==> src/rtl/awh_pkg.sv <==
package awh_pkg;
  typedef enum logic [1:0] {
    ST_RUN  = 2'd0,
    ST_HALT = 2'd1,
    ST_WAKE = 2'd2
  } awh_state_e;
endpackage

==> src/rtl/awh_rst_sync.sv <==
// Asynchronous assert, synchronous release of the active-low reset.
module awh_rst_sync #(
  parameter int STAGES = 2
) (
  input  logic clk,
  input  logic rst_n,
  output logic rst_sync_n
);
  logic [STAGES-1:0] sync_q;

  generate
    if (STAGES == 1) begin : g_single
      always_ff @(posedge clk or negedge rst_n) begin
        if (!rst_n) sync_q <= '0;
        else        sync_q <= 1'b1;
      end
    end else begin : g_chain
      always_ff @(posedge clk or negedge rst_n) begin
        if (!rst_n) sync_q <= '0;
        else        sync_q <= {sync_q[STAGES-2:0], 1'b1};
      end
    end
  endgenerate

  assign rst_sync_n = sync_q[STAGES-1];
endmodule

==> src/rtl/awh_wake_timer.sv <==
// Counts slow-oscillator ticks while halted; cleared whenever not halted.
module awh_wake_timer #(
  parameter int PERIOD_W = 8
) (
  input  logic                clk,
  input  logic                rst_n,
  input  logic                run_en,
  input  logic                tick,
  input  logic [PERIOD_W-1:0] period,
  output logic                expire
);
  logic [PERIOD_W-1:0] cnt_q;
  logic [PERIOD_W-1:0] cnt_d;
  logic [PERIOD_W:0]   cnt_inc;
  logic                cnt_en;

  always_comb begin
    cnt_inc = {1'b0, cnt_q} + {{PERIOD_W{1'b0}}, 1'b1};
    expire  = run_en && tick && (cnt_inc >= {1'b0, period});
    cnt_en  = !run_en || tick;
    if (!run_en || expire) cnt_d = '0;
    else                   cnt_d = cnt_inc[PERIOD_W-1:0];
  end

  always_ff @(posedge clk or negedge rst_n) begin
    if (!rst_n)      cnt_q <= '0;
    else if (cnt_en) cnt_q <= cnt_d;
  end
endmodule

==> src/rtl/awh_restart_delay.sv <==
// Down-counter that holds the CPU clock off for a selectable restart delay.
module awh_restart_delay #(
  parameter int SHORT_DLY = 256,
  parameter int LONG_DLY  = 4096
) (
  input  logic clk,
  input  logic rst_n,
  input  logic load,
  input  logic sel_long,
  input  logic active,
  output logic done
);
  localparam int MAX_DLY = (LONG_DLY > SHORT_DLY) ? LONG_DLY : SHORT_DLY;
  localparam int DLY_W   = (MAX_DLY > 2) ? $clog2(MAX_DLY) : 1;
  localparam logic [DLY_W-1:0] SHORT_INIT = DLY_W'(SHORT_DLY - 1);
  localparam logic [DLY_W-1:0] LONG_INIT  = DLY_W'(LONG_DLY - 1);

  logic [DLY_W-1:0] cnt_q;
  logic [DLY_W-1:0] cnt_d;
  logic             cnt_en;

  always_comb begin
    cnt_en = load || (active && (cnt_q != '0));
    if (load) cnt_d = sel_long ? LONG_INIT : SHORT_INIT;
    else      cnt_d = cnt_q - {{(DLY_W-1){1'b0}}, 1'b1};
    done = active && (cnt_q == '0);
  end

  always_ff @(posedge clk or negedge rst_n) begin
    if (!rst_n)      cnt_q <= '0;
    else if (cnt_en) cnt_q <= cnt_d;
  end
endmodule

==> src/rtl/awh_ctrl.sv <==
module awh_ctrl
  import awh_pkg::*;
#(
  parameter int PERIOD_W    = 8,
  parameter int SHORT_DLY   = 256,
  parameter int LONG_DLY    = 4096,
  parameter int SYNC_STAGES = 2
) (
  input  logic                clk,
  input  logic                rst_n,
  input  logic                halt_req,
  input  logic                wdg_en,
  input  logic                wdg_halt_rst,
  input  logic                dly_sel,
  input  logic                aux_tick,
  input  logic [PERIOD_W-1:0] wake_period,
  input  logic                irq_exit,
  input  logic                flag_clr,
  output logic [1:0]          mode,
  output logic                main_clk_en,
  output logic                cpu_clk_en,
  output logic                irq_unmask,
  output logic                wdg_rst_req,
  output logic                wake_flag
);
  logic       rst_i_n;
  awh_state_e state_q, state_d;
  logic       enter_halt, wdg_trip, leave_halt;
  logic       tmr_expire, dly_done;
  logic       unmask_q, wdg_rst_q, flag_q;
  logic       flag_en, flag_d;

  awh_rst_sync #(.STAGES(SYNC_STAGES)) u_rst_sync (
    .clk        (clk),
    .rst_n      (rst_n),
    .rst_sync_n (rst_i_n)
  );

  awh_wake_timer #(.PERIOD_W(PERIOD_W)) u_timer (
    .clk    (clk),
    .rst_n  (rst_i_n),
    .run_en (state_q == ST_HALT),
    .tick   (aux_tick),
    .period (wake_period),
    .expire (tmr_expire)
  );

  awh_restart_delay #(.SHORT_DLY(SHORT_DLY), .LONG_DLY(LONG_DLY)) u_delay (
    .clk      (clk),
    .rst_n    (rst_i_n),
    .load     (leave_halt),
    .sel_long (dly_sel),
    .active   (state_q == ST_WAKE),
    .done     (dly_done)
  );

  // Next-state logic
  always_comb begin
    state_d    = state_q;
    enter_halt = 1'b0;
    wdg_trip   = 1'b0;
    leave_halt = 1'b0;
    unique case (state_q)
      ST_RUN: begin
        if (halt_req) begin
          if (wdg_en && wdg_halt_rst) begin
            wdg_trip = 1'b1;
          end else begin
            enter_halt = 1'b1;
            state_d    = ST_HALT;
          end
        end
      end
      ST_HALT: begin
        if (tmr_expire || irq_exit) begin
          leave_halt = 1'b1;
          state_d    = ST_WAKE;
        end
      end
      ST_WAKE: begin
        if (dly_done) state_d = ST_RUN;
      end
      default: state_d = ST_RUN;
    endcase
  end

  // Wakeup flag: timer event sets, software clear resets, set wins.
  always_comb begin
    flag_en = tmr_expire || flag_clr;
    flag_d  = tmr_expire;
  end

  // Registers
  always_ff @(posedge clk or negedge rst_i_n) begin
    if (!rst_i_n) begin
      state_q   <= ST_RUN;
      unmask_q  <= 1'b0;
      wdg_rst_q <= 1'b0;
    end else begin
      state_q   <= state_d;
      unmask_q  <= enter_halt;
      wdg_rst_q <= wdg_trip;
    end
  end

  always_ff @(posedge clk or negedge rst_i_n) begin
    if (!rst_i_n)     flag_q <= 1'b0;
    else if (flag_en) flag_q <= flag_d;
  end

  assign mode        = state_q;
  assign main_clk_en = (state_q != ST_HALT);
  assign cpu_clk_en  = (state_q == ST_RUN);
  assign irq_unmask  = unmask_q;
  assign wdg_rst_req = wdg_rst_q;
  assign wake_flag   = flag_q;
endmodule

==> config.mk <==
export PLATFORM = sky130hd
export DESIGN_NAME = awh_ctrl
export DESIGN_NICKNAME = d
export VERILOG_FILES = /design/src/rtl/awh_pkg.sv /design/src/rtl/awh_rst_sync.sv /design/src/rtl/awh_wake_timer.sv /design/src/rtl/awh_restart_delay.sv /design/src/rtl/awh_ctrl.sv
export SDC_FILE = /design/constraint.sdc
export NUM_CORES = 1
export LEC_CHECK = 0
export BUFFER_PORTS_ARGS = -buffer_cell sky130_fd_sc_hd__buf_2
export CORE_ASPECT_RATIO = 0.6
export CORE_MARGIN = 2
export CORE_UTILIZATION = 45
export CTS_CLUSTER_SIZE = 40
export DETAILED_ROUTE_END_ITERATION = 6
export PLACE_DENSITY = 0.66
export SYNTH_ARGS = -nofsm -noshare
export SYNTH_HDL_FRONTEND = slang
export SYNTH_SLANG_ARGS = --single-unit
==> constraint.sdc <==
create_clock -name clk -period 1.5 [get_ports clk]
set_input_delay 0.15 -clock clk [delete_from_list [all_inputs] [get_ports clk]]
set_output_delay 0.15 -clock clk [all_outputs]
set_load 0.005 [all_outputs]
Word level (Yosys, flattened, before mapping):

Cells that the tools add are included.
Widths: inputs -> output; s select.

* bits in registers: 27
* input bits: 17
* output and inout port bits: 7

* add/sub/neg operators: 2
* $lt $le $gt $ge: 1
* equality and inequality tests: 7
* multiplexer cells: 16
* reductions and logical operators: 15

Operators by type and width (number)
* $mux 12: 2
* $logic_not 12->1: 1
* $reduce_bool 12->1: 1
* $sub 12x1->12 const B: 1
* $add 8x1->9 const B: 1
* $ge 9x8->1: 1
* $mux 1: 8
* $mux 2: 4
* $mux 8: 1
* $ne 2x2->1 const B: 4
* $pmux 2 s3: 1
* $logic_and 1x1->1: 5
* $logic_or 1x1->1: 5
* $reduce_and 4->1: 1
* $eq 2x1->1 const B: 1
* $eq 2x2->1 const B: 1
* $logic_not 2->1: 1
* $ne 2x1->1 const B: 1
* $logic_not 1->1: 1

Depth between registers and ports, before layout:

* depth after elaboration: 7
* gate-level depth with buffers: 11
* mapped depth without buffers: 10

Hierarchy:

Synthesis repeated with hierarchy kept, for this count alone.

* cell total of the unflattened synthesis: 182
* area total of the unflattened synthesis: 1757.9 um^2

Modules (own cells, without submodules)
* awh_wake_timer: times used 1, cells an instance 83, area each 749.5 um^2, sequential area each 200.2 um^2
* awh_restart_delay: times used 1, cells an instance 74, area each 729.4 um^2, sequential area each 300.3 um^2
* awh_ctrl: times used 1, cells an instance 22, area each 225.2 um^2, sequential area each 125.1 um^2
* awh_rst_sync: times used 1, cells an instance 3, area each 53.8 um^2, sequential area each 50.0 um^2

Least setup slack after synthesis:

No wires, ideal clock.

* kind: flip-flop to flip-flop
* start: reg u_timer.cnt_q[0]
* end: reg u_delay.cnt_q[10]
* setup time: 0.125 ns
* arrival: 2.762 ns
* slack: -1.387 ns
* stages on the path, launching flop included: 12
* buffers on the path: 1
* path through: dfrtp_1 -> ha_1 -> nand3_1 -> xnor2_1 -> ha_1 -> a22o_1 -> or4_1 -> a31oi_2 -> o22ai_2 -> o21ai_4 -> buf_6 -> mux2_4

* cells in the longest elaborated chain, start to end: 7
* elaborated cells on any way between the ends: 8

Ends and longest elaborated chain
* from (decl): RTL line awh_wake_timer.sv:12 `logic [PERIOD_W-1:0] cnt_q;`
* from (signal assigned): RTL line awh_wake_timer.sv:27 `else if (cnt_en) cnt_q <= cnt_d;`
* $add 8x1->9 *: RTL line awh_wake_timer.sv:18 `cnt_inc = {1'b0, cnt_q} + {{PERIOD_W{1'b0}}, 1'b1};`
* $ge 9x8->1 *: RTL line awh_wake_timer.sv:19 `expire = run_en && tick && (cnt_inc >= {1'b0, period});`
* $logic_and 1x1->1 *: RTL line awh_wake_timer.sv:19
* $logic_or 1x1->1 *: RTL line awh_ctrl.sv:75 `if (tmr_expire || irq_exit) begin`
* $mux 1 *: RTL line awh_ctrl.sv:75
* $mux 1 *: RTL line awh_ctrl.sv:63 `unique case (state_q)`
* $mux 12 or $logic_or 1x1->1 (tied branches): RTL line awh_restart_delay.sv:24, awh_restart_delay.sv:23
* to (signal assigned): RTL line awh_restart_delay.sv:31 `else if (cnt_en) cnt_q <= cnt_d;`
* to (decl): RTL line awh_restart_delay.sv:18 `logic [DLY_W-1:0] cnt_q;`

Every way passes the cells marked *; elsewhere a longest branch is shown, timed or not.
A chain may end at the register's enable or synchronous reset.

Final worst setup path:

* start: reg u_timer.cnt_q[0]
* end: reg u_delay.cnt_q[8]

The elaborated chain is that of the path after synthesis.

==> impl_metrics.py <==
metrics = {
    "worst_setup_path": {
        "r2r.worst_path.cells": 11,
        "end_kind": "flop",
        "reg2reg_slack_ns": -1.30,
        "critPathMaxFanout": 6,
        "path_cells": "ha_4 -> nand3_4 -> xnor2_2 -> ha_1 -> a22o_1 -> or4_4 -> a31oi_4 -> o22ai_4 -> o21ai_4 -> buf_12 -> mux2_4",
        "r2r_start": "u_timer.cnt_q[0]",
        "path_class": "flop to flop",
        "cp_data_required_time_ns": 1.67,
        "cp_data_arrival_time_ns": 2.98,
        "startpoint_type": "flop",
        "cp_slowest_stage_delay_ns": 0.42,
        "r2r-end": "u_delay.cnt_q[8]",
        "slowest_stage": "dfrtp_1",
    },
    "placed_design": {
        "gp_congestion": 0.926,
        "dpl_cell_area_mm2": 0.00213,
        "dp_hpwl_um": 3160,
        "place_ws_ns": -1.32,
        "dp.cells": 276,
        "io_buffer_count": 23,
    },
    "global_route": {
        "grtUsageMet1_pct": 29.4,
        "grtUsageTotal_pct": 22.9,
        "antenna_found_initial": 0,
        "grt-busiest-layer": "met2",
        "grt_max_degree": 24,
        "gr-total-overflow": 0,
        "first_global_vias": 1564,
        "grt_pass1_wl_um": 6970,
        "met3_usage_pct": 6.83,
        "gr-usage-met2_pct": 36.9,
    },
    "synth": {
        "synth_seq_area_share_pct": 42.2,
        "synth_top_family_by_area": "simple AND/OR/NAND/NOR gates",
        "syn_inst": 168,
        "synthFlopType": "dfrtp_1",
        "synth_area_mm2": 0.00160,
        "synth-edff-count": 0,
        "synthAdderAreaFrac_pct": 7.81,
        "synthMuxAreaShare_pct": 4.37,
        "synth-compound-area-share_pct": 12.9,
        "async_reset_ff_share_pct": 100,
        "ys_types": 44,
        "syn_area_per_cell_um2": 9.54,
        "synth_xor_area_share_pct": 7.10,
        "yosysWarnings": 0,
        "syn-num-nets": 195,
        "yosys.area_share.simple_pct": 20.7,
        "synth_seq_cells": 27,
    },
    "pwr": {
        "p_leak_nw": 1.15,
        "powerDensity_mw_per_mm2": 1190,
        "vdd_drop_max_v": 0.000657,
        "totalPowerFinal_mw": 2.78,
    },
    "timing": {
        "final.setup_skew_ns": 0.00732,
        "finalSetupViolations": 23,
        "fmax_mhz": 357,
        "rsz0062_at_grt": "true",
        "maxSlewViolCount": 0,
        "period_minus_slack_ns": 2.80,
        "worst_slack_ns": -1.30,
        "final_hold_viol_count": 0,
        "tns_ns": -26.54,
        "min_period_over_period_pct": 187,
    },
    "finish": {
        "diodes": 0,
        "multi_input_area_um2": 970,
        "drive_gt1_share_pct": 42.6,
        "final_area_mm2": 0.00233,
        "fillers": 251,
        "final_cells": 289,
        "area_growth_pct": 45.5,
        "layout.nets": 272,
        "seq_area_um2": 676,
    },
    "floorplanning": {
        "core_mm2": 0.00332,
        "start_util_pct": 48.2,
        "core.rowCount": 16,
        "ioPinCount": 24,
        "die-area_mm2": 0.00407,
        "dieHeight_um": 50.2,
        "die_x_um": 81.0,
    },
    "run_status": {
        "status": "finished with violations",
        "violations": "negative setup slack",
    },
    "min_path": {
        "min_path_type": "flop to async pin",
    },
    "clocking": {
        "cts_buffers": 3,
        "clk_pin_slew_ns": 0.10,
        "cts-htree-levels": 1,
        "clockBufferDepth": 2,
        "clk_latency_ns": 0.28,
        "clock_sinks": 27,
        "cts_root_buffer": "clkbuf_8",
        "cts_tree": "yes",
    },
    "route": {
        "avgViaCountPerCell": 5.19,
        "drtPass1Iterations": 4,
        "ant_nets": 0,
        "vias": 1501,
        "wl_per_cell_um": 15.0,
        "routed_wl_um": 4340,
        "drc": 0,
        "drtIter0Drc": 79,
    },
    "run": {
        "max_cap_violations": 0,
    },
}
==> what timing repair did <==
item / CTS / global route
hold buffers: 1 / 0
endpoints found under the hold margin: 2 / 0
gates resized for setup: 13 / 5
setup endpoints to repair: 24 / 24
pin swaps: 2 / 1
buffers inserted: 3 / 6
==> routing by layer <==
metal / wire (um) / vias to the layer above
li1: - / 734
met1: 2070 / 722
met2: 1980 / 37
met3: 222 / 8
met4: 63 / 0
met5: 0 / -
==> worst max-delay path by stage <==
stage,endpoint,cells after the start,slack [ns],start
floorplan,u_delay.cnt_q[10],11,-1.33,u_timer.cnt_q[0]
global placement,u_delay.cnt_q[8],10,-1.24,u_timer.cnt_q[4]
detailed placement,u_delay.cnt_q[8],10,-1.32,u_timer.cnt_q[3]
CTS,u_delay.cnt_q[8],11,-1.25,u_timer.cnt_q[1]
global route,u_delay.cnt_q[10],11,-1.38,u_timer.cnt_q[0]
finish,u_delay.cnt_q[8],11,-1.30,u_timer.cnt_q[0]
==> area by class of cell <==
cell class                 count  area share [%]
multi-input combinational    123            41.6
inverter                      15            2.41
clock buffer                   3            1.77
tap                           45            2.41
sequential                    27            29.0
timing repair buffer          75            22.6
clock inverter                 1           0.215
==> critical path: cells and delay by family, from the launching register on <==
family | cells | cell delay, ns
AO/OA/AOI/OAI | 4 | 0.65
XOR/XNOR | 1 | 0.15
adder cells (fa/ha/maj) | 2 | 0.49
buffers and inverters | 1 | 0.14
flip-flops | 1 | 0.42
multiplexers | 1 | 0.30
AND/OR/NAND/NOR | 2 | 0.51
==> power by group <==
part	leakage [nW]	internal, mW	switching [mW]
Combinational	0.799	0.771	0.609
Clock	0.0255	0.187	0.239
Sequential	0.326	0.881	0.0973
Total	1.15	1.84	0.945
==> cells in the mapped netlist, types with 2 or more instances <==
| cell | n | area, um2 |
|---|---|---|
| o32ai_1 | 2 | 17.5 |
| xor2_1 | 5 | 43.8 |
| nor2b_1 | 4 | 25.0 |
| mux2_1 | 3 | 33.8 |
| and3_1 | 4 | 25.0 |
| o21ai_0 | 5 | 25.0 |
| nor2_1 | 10 | 37.5 |
| xnor2_1 | 8 | 70.1 |
| nor4_1 | 2 | 12.5 |
| inv_1 | 14 | 52.6 |
| o211ai_1 | 3 | 22.5 |
| a21oi_1 | 5 | 25.0 |
| nand3_1 | 9 | 45.0 |
| nor3_1 | 3 | 15.0 |
| nor3b_1 | 2 | 15.0 |
| ha_1 | 10 | 125 |
| or3_1 | 2 | 12.5 |
| dfrtp_1 | 27 | 676 |
| nand2_1 | 24 | 90.1 |
| a41o_1 | 2 | 20.0 |
==> cells by family (layout without fill, tap and decap cells) <==
kind of cell / count (synthesis) / count (layout)
multiplexers: 6 / 6
AO/OA/AOI/OAI: 27 / 27
buffers and inverters: 18 / 94
XOR/XNOR: 13 / 13
AND/OR/NAND/NOR: 66 / 66
other: 1 / 1
flip-flops: 27 / 27
adder cells (fa/ha/maj): 10 / 10
==> through the flow <==
stage	hold slack (ns)	utilization (%)
after detailed placement	-0.0622	64.2
after global placement	-0.0660	64.2
after floorplan	-0.146	-
after CTS	0.0436	68.4
final	0.0398	70.2
after global routing	0.0551	70.2
==> cell usage in the layout (no fill, tap or decap), types with 3 or more instances in the layout <==
cell type / synthesis / layout
a21oi_1: 5 / 4
buf_2: 1 / 23
buf_4: 0 / 48
clkbuf_8: 0 / 3
dfrtp_1: 27 / 27
ha_1: 10 / 8
inv_1: 14 / 13
mux2_4: 1 / 4
nand2_1: 24 / 24
nand3_1: 9 / 7
nor2_1: 10 / 10
nor2b_1: 4 / 3
nor3_1: 3 / 3
o211ai_1: 3 / 3
o21ai_0: 5 / 3
xnor2_1: 8 / 6
xor2_1: 5 / 4
==> flip-flops by register name (all words and copies together) (netlist names) <==
signal,flops
mode,2
u_delay.cnt_q,12
u_rst_sync.sync_q,2
wake_flag,1
u_timer.cnt_q,8
irq_unmask,1
wdg_rst_req,1
Power figures use the tool's default switching activity.
